### config.mk
export PLATFORM = sky130hd
export DESIGN_NAME = mac_periph
export DESIGN_NICKNAME = d
export VERILOG_FILES = /design/src/rtl/mac_pkg.sv /design/src/rtl/mac_arith.sv /design/src/rtl/mac_launch.sv /design/src/rtl/mac_periph.sv
export SDC_FILE = /design/constraint.sdc
export NUM_CORES = 2
export LEC_CHECK = 0
export BUFFER_PORTS_ARGS = -buffer_cell sky130_fd_sc_hd__buf_2
export CORE_MARGIN = 5
export CORE_UTILIZATION = 45
export CTS_BUF_LIST = sky130_fd_sc_hd__clkbuf_4 sky130_fd_sc_hd__clkbuf_8 sky130_fd_sc_hd__clkbuf_16
export DETAILED_ROUTE_END_ITERATION = 12
export GPL_TIMING_DRIVEN = 0
export HOLD_SLACK_MARGIN = 0.1
export PLACE_DENSITY = 0.7
export SLEW_MARGIN = 20
export SYNTH_ARGS = -nofsm -noshare
export SYNTH_HDL_FRONTEND = slang
export SYNTH_SLANG_ARGS = --single-unit
### constraint.sdc
create_clock -name clk -period 15.8 [get_ports clk]
set_clock_uncertainty 0.15 [all_clocks]
set_input_delay 1.58 -clock clk [delete_from_list [all_inputs] [get_ports clk]]
set_output_delay 1.58 -clock clk [all_outputs]
set_load 0.1 [all_outputs]
### src/rtl/mac_pkg.sv
package mac_pkg;
  typedef enum logic [1:0] {
    MODE_ADD  = 2'd0,
    MODE_SUB  = 2'd1,
    MODE_RSUB = 2'd2,
    MODE_RSV  = 2'd3
  } mac_mode_e;

  localparam int ADDR_OPA   = 0;
  localparam int ADDR_OPB   = 1;
  localparam int ADDR_ACCLO = 2;
  localparam int ADDR_ACCHI = 3;
  localparam int ADDR_CTRL  = 4;

  localparam int CB_OVF   = 7;
  localparam int CB_START = 6;
  localparam int CB_TRIGH = 5;
  localparam int CB_TRIGL = 3;
  localparam int CB_SIGN  = 2;
endpackage

### src/rtl/mac_arith.sv
module mac_arith
  import mac_pkg::*;
#(
  parameter int DW = 32
) (
  input  logic [DW-1:0]   opa,
  input  logic [DW-1:0]   opb,
  input  logic [2*DW-1:0] acc,
  input  logic            sgn,
  input  mac_mode_e       mode,
  output logic [2*DW-1:0] res,
  output logic            ovf
);
  localparam int PW = 2 * DW;
  localparam int XW = PW + 2;

  logic [PW-1:0] a_ext, b_ext, prod;
  logic [XW-1:0] p_x, c_x, sum_x;
  logic [2:0]    top3;

  always_comb begin
    a_ext = {{DW{sgn & opa[DW-1]}}, opa};
    b_ext = {{DW{sgn & opb[DW-1]}}, opb};
    prod  = a_ext * b_ext;
    p_x   = {{2{sgn & prod[PW-1]}}, prod};
    c_x   = {{2{sgn & acc[PW-1]}}, acc};
    case (mode)
      MODE_ADD:  sum_x = c_x + p_x;
      MODE_SUB:  sum_x = c_x - p_x;
      MODE_RSUB: sum_x = p_x - c_x;
      default:   sum_x = c_x;
    endcase
    res  = sum_x[PW-1:0];
    top3 = sum_x[XW-1:PW-1];
    if (mode == MODE_RSV) ovf = 1'b0;
    else if (sgn)         ovf = !((&top3) || (~|top3));
    else                  ovf = |sum_x[XW-1:PW];
  end
endmodule

### src/rtl/mac_launch.sv
module mac_launch
  import mac_pkg::*;
#(
  parameter int DW    = 32,
  parameter int ABITS = 3,
  parameter int NBE   = DW / 8
) (
  input  logic             clk,
  input  logic             rst_n,
  input  logic             wr,
  input  logic [ABITS-1:0] addr,
  input  logic [NBE-1:0]   be,
  input  logic [DW-1:0]    wdata,
  input  logic [2:0]       trig_sel,
  output logic             go
);
  localparam int NSRC = 5;
  logic [NSRC-1:0] hits;

  for (genvar i = 0; i < 4; i++) begin : g_lane
    assign hits[i] = wr && be[0] && (addr == ABITS'(i)) && (trig_sel == 3'(i));
  end
  assign hits[4] = wr && be[0] && (addr == ABITS'(ADDR_CTRL))
                   && wdata[CB_START] && wdata[CB_TRIGH];

  always_ff @(posedge clk) begin
    if (!rst_n) go <= 1'b0;
    else        go <= |hits;
  end

  assert_single_source_R5: assert property (@(posedge clk) disable iff (!rst_n)
    $onehot0(hits));
  assert_soft_gate_R6: assert property (@(posedge clk) disable iff (!rst_n)
    (wr && addr == ABITS'(ADDR_CTRL) && !wdata[CB_TRIGH]) |=> !go);
endmodule

### src/rtl/mac_periph.sv
module mac_periph
  import mac_pkg::*;
#(
  parameter int DW    = 32,
  parameter int ABITS = 3
) (
  input  logic             clk,
  input  logic             rst_n,
  input  logic             bus_wr,
  input  logic [ABITS-1:0] bus_addr,
  input  logic [DW/8-1:0]  bus_be,
  input  logic [DW-1:0]    bus_wdata,
  output logic [DW-1:0]    bus_rdata
);
  localparam int NBE = DW / 8;
  localparam int PW  = 2 * DW;

  logic [DW-1:0] opa_q, opb_q;
  logic [PW-1:0] acc_q, calc_res;
  logic [2:0]    trig_q;
  logic          sgn_q, ovf_q, go, calc_ovf;
  mac_mode_e     mode_q;
  logic          ctrl_wr, ovf_clear;

  function automatic logic [DW-1:0] merge(input logic [DW-1:0] old_v,
                                          input logic [DW-1:0] new_v,
                                          input logic [NBE-1:0] en);
    logic [DW-1:0] r;
    r = old_v;
    for (int k = 0; k < NBE; k++)
      if (en[k]) r[8*k +: 8] = new_v[8*k +: 8];
    return r;
  endfunction

  function automatic logic hit(input int a);
    return bus_wr && (bus_addr == ABITS'(a));
  endfunction

  assign ctrl_wr   = hit(ADDR_CTRL) && bus_be[0];
  assign ovf_clear = ctrl_wr && !bus_wdata[CB_OVF];

  mac_arith #(.DW(DW)) u_arith (
    .opa(opa_q), .opb(opb_q), .acc(acc_q), .sgn(sgn_q), .mode(mode_q),
    .res(calc_res), .ovf(calc_ovf)
  );

  mac_launch #(.DW(DW), .ABITS(ABITS), .NBE(NBE)) u_launch (
    .clk(clk), .rst_n(rst_n), .wr(bus_wr), .addr(bus_addr), .be(bus_be),
    .wdata(bus_wdata), .trig_sel(trig_q), .go(go)
  );

  always_ff @(posedge clk) begin
    if (!rst_n) begin
      opa_q  <= '0;
      opb_q  <= '0;
      acc_q  <= '0;
      trig_q <= '0;
      sgn_q  <= 1'b0;
      mode_q <= MODE_ADD;
      ovf_q  <= 1'b0;
    end else begin
      if (hit(ADDR_OPA)) opa_q <= merge(opa_q, bus_wdata, bus_be);
      if (hit(ADDR_OPB)) opb_q <= merge(opb_q, bus_wdata, bus_be);
      if (go && mode_q != MODE_RSV) begin
        acc_q <= calc_res;
      end else begin
        if (hit(ADDR_ACCLO)) acc_q[DW-1:0]  <= merge(acc_q[DW-1:0], bus_wdata, bus_be);
        if (hit(ADDR_ACCHI)) acc_q[PW-1:DW] <= merge(acc_q[PW-1:DW], bus_wdata, bus_be);
      end
      if (ctrl_wr) begin
        trig_q <= bus_wdata[CB_TRIGH:CB_TRIGL];
        sgn_q  <= bus_wdata[CB_SIGN];
        mode_q <= mac_mode_e'(bus_wdata[1:0]);
      end
      if (go && calc_ovf) ovf_q <= 1'b1;
      else if (ovf_clear) ovf_q <= 1'b0;
    end
  end

  always_comb begin
    bus_rdata = '0;
    case (int'(bus_addr))
      ADDR_OPA:   bus_rdata = opa_q;
      ADDR_OPB:   bus_rdata = opb_q;
      ADDR_ACCLO: bus_rdata = acc_q[DW-1:0];
      ADDR_ACCHI: bus_rdata = acc_q[PW-1:DW];
      ADDR_CTRL:  bus_rdata[7:0] = {ovf_q, 1'b0, trig_q, sgn_q, mode_q};
      default:    bus_rdata = '0;
    endcase
  end

  assert_reserved_hold_R9: assert property (@(posedge clk) disable iff (!rst_n)
    (go && mode_q == MODE_RSV && !hit(ADDR_ACCLO) && !hit(ADDR_ACCHI)) |=> $stable(acc_q));
  assert_ovf_sticky_R8: assert property (@(posedge clk) disable iff (!rst_n)
    (ovf_q && !ovf_clear) |=> ovf_q);
  assert_ovf_set_R7: assert property (@(posedge clk) disable iff (!rst_n)
    (go && calc_ovf) |=> ovf_q);
  assert_uadd_grows_R3: assert property (@(posedge clk) disable iff (!rst_n)
    (go && mode_q == MODE_ADD && !sgn_q && !calc_ovf) |=> (acc_q >= $past(acc_q)));
  assert_start_reads_zero_R6: assert property (@(posedge clk) disable iff (!rst_n)
    (bus_addr == ABITS'(ADDR_CTRL)) |-> !bus_rdata[CB_START]);
endmodule

==> impl_results.md <==
* Clock H-tree levels at 4
* Area grow syn2layout at 5.71%
* Setup WS pre-CTS at approximately 1.6 ns
* Final nets at approximately 8,000
* Synth Flop Type: dfxtp_1
* Worst skew pair latency at around 0.45 ns
* Die Y at ~350 µm
* Hold Buf Count CTS at 0
* Syn avg cell area at 8.35 µm²
* Initial DRC Count at 5,658
* Post-route cell area at approximately 57,000 µm²
* Routability cong. at roughly 1.1
* Fillers at between 10,000 and 15,000
* # setup viols final at 0
* Relative slew margins at approximately 16%
* Setup TNS at 0 ns
* Routed WL at 214,000 µm
* Cell mode on critical path: fa_1
* Fin. max-slew vios at 0
* Slew at the pin closest to its max-slew limit at around 1.3 ns
* Cts repair resizes at 0
* Power Density at about 30 nW/µm²
* Pin count of the biggest net entering global routing at 17
* Yosys reg bits at ~140
* P_leak at between 20 and 30 nW
* CP endpoint kind: flop
* Sink Count at between 100 and 150
* Fmax achieved at 66.9 MHz
* Die width at between 300 and 400 µm
* Vias per Instance at a little under 6
* Vias in the first global route at approximately 48,000
* Worst EP required at between 15 and 20 ns
* DRT antenna net count at 0
* Synth unique cells at between 90 and 100
* Hold Fails Final Rpt at 0
* Clock-pin slew on the worst setup and hold paths at ~0.070 ns
* Port Buffers at 72
* Via Count at between 40,000 and 50,000
* Post-synth EDFFs at 0
* Wirelength per Cell at approximately 26 µm
* Max incr delay on CP at ~0.86 ns
* Most frequent cells in the layout: 1,226 x inv_1, 1,126 x fa_1, 968 x nand2_1
* CTS tree: yes
* Post-Syn Area at 53,600 µm²
* Total grt overflow at 0
* Clk root buf: clkbuf_16
* Initial antenna violation count at 14
* Starting Density at a little under half
* Crit share post-route at a little over nine tenths
* Initial DRT Pass Iterations at 8
* Mapped Cells at about 6,400
* Core ar. at about 120,000 µm²
* Setup ws final at roughly 0.86 ns
* DRC at 0
* Worst Path Arrival at approximately 15 ns
* Placement Cell Area at 55,900 µm²
* Total Routing Usage GR at roughly 34%
* HPWL after detailed placement at 181,000 µm
* Slowest cell on crit path: clkbuf_1
* Post-CTS setup buffer count at 0
* Crit path launch type: flop
* RSZ-0062 raised after global routing: false
* VDD IR max at about 0.000084 V
* Fin util at approximately 48%
* Ys async rst share at 0%
* Global-route wire length before repair at around 310,000 µm
* Cell Rows at ~130
* Status: complete, no violations
* Clock tree buffer depth at 2
* Min Tclk post-route at between 10 and 15 ns
* DIE AREA at 126,000 µm²
* Syn_nets at 7,912
* CTS Buf Count at 17
* IO Pins at 74
* Layout cell share with drive strength beyond 1 at 2.85%
* Synth warnings at 0
* Crit path kind: reg -> reg
* Most common cell after layout, fill and taps aside: inv_1
* Type of the most critical hold path: reg -> reg
* Crit path max fanout at 10
* Max Cap Violations at 0
* Post-synthesis sequential area ratio at between 5 and 6%
## cell usage after synthesis (all sizes together) (93+ instances only)
library cell / count / area, µm²
a21oi: 308 / 1550
and2: 402 / 2520
clkbuf: 367 / 1380
dfxtp: 136 / 2720
fa: 1127 / 22600
ha: 329 / 4120
inv: 1227 / 4610
nand2: 968 / 3630
nor2: 254 / 966
o21ai: 146 / 734
xnor2: 167 / 1530
xor2: 93 / 815
## final cells by class
type / instances / area, µm² / area share (%)
well taps: 1536 / 1920 / 3.39
diodes: 15 / 37.5 / 0.0663
clock buffers: 18 / 439 / 0.776
plain buffers: 384 / 1450 / 2.57
inverters: 1228 / 4610 / 8.14
repair buffers: 75 / 404 / 0.714
multi-input cells: 4666 / 44800 / 79.1
clock inverters: 14 / 235 / 0.415
flip-flops and latches: 136 / 2720 / 4.81
## metal layers
metal / share of wire [%] / vias to the layer above / track usage, %
li1: - / 20100 / -
met5: 0.020 / - / 0
met3: 13 / 739 / 9.70
met2: 41 / 3249 / 48.4
met1: 38 / 24000 / 45.0
met4: 7.9 / 8 / 19.8
## flip-flops by register name (all words and copies together), names as in the netlist
| name | cells |
|---|---|
| u_launch.go | 1 |
| trig_q | 3 |
| mode_q | 2 |
| sgn_q | 1 |
| opb_q | 32 |
| acc_q | 64 |
| opa_q | 32 |
| ovf_q | 1 |
## cell families after synthesis
kind of cell / Yosys count / synth area share (%)
AND/OR/NAND/NOR: 1940 / 16.9
flip-flops: 136 / 5.08
AO/OA/AOI/OAI: 975 / 11.8
multiplexers: 19 / 0.360
XOR/XNOR: 263 / 4.50
adder cells (fa/ha/maj): 1469 / 50.1
buffers and inverters: 1612 / 11.3
## stage by stage
step | power, mW | hold WS (ns) | std cells
5_1_grt | 1.71 | 0.418 | 8059
3_5_place_dp | 1.14 | 0.379 | 8025
2_1_floorplan | 0.901 | 0.333 | 6414
6_report | 1.66 | 0.400 | 8072
3_3_place_gp | 1.14 | 0.358 | 8022
4_1_cts | 1.61 | 0.388 | 8057
## report_power, final
group          total [mW]  internal, mW  switching, mW  leakage [nW]
registers           0.364         0.349         0.0151          1.10
clock network       0.479         0.290          0.189         0.328
logic               0.815         0.283          0.533          25.2
## path summary, 6_finish.rpt
kind,start,to,slack (ns),cells after the start
max,opb_q[13],acc_q[61],0.86,44
min,acc_q[48],acc_q[48],0.40,2
max reg2reg,opb_q[13],acc_q[61],0.86,44
min reg2reg,acc_q[48],acc_q[48],0.40,2
## worst max-delay path: cells and delay by family, from the launching register on
| family | cells | cell delay (ns) |
|---|---|---|
| AO/OA/AOI/OAI | 14 | 4.17 |
| XOR/XNOR | 2 | 0.71 |
| adder cells (fa/ha/maj) | 11 | 5.03 |
| buffers and inverters | 8 | 2.22 |
| flip-flops | 1 | 0.32 |
| AND/OR/NAND/NOR | 9 | 2.18 |
Power figures use the tool's default switching activity.
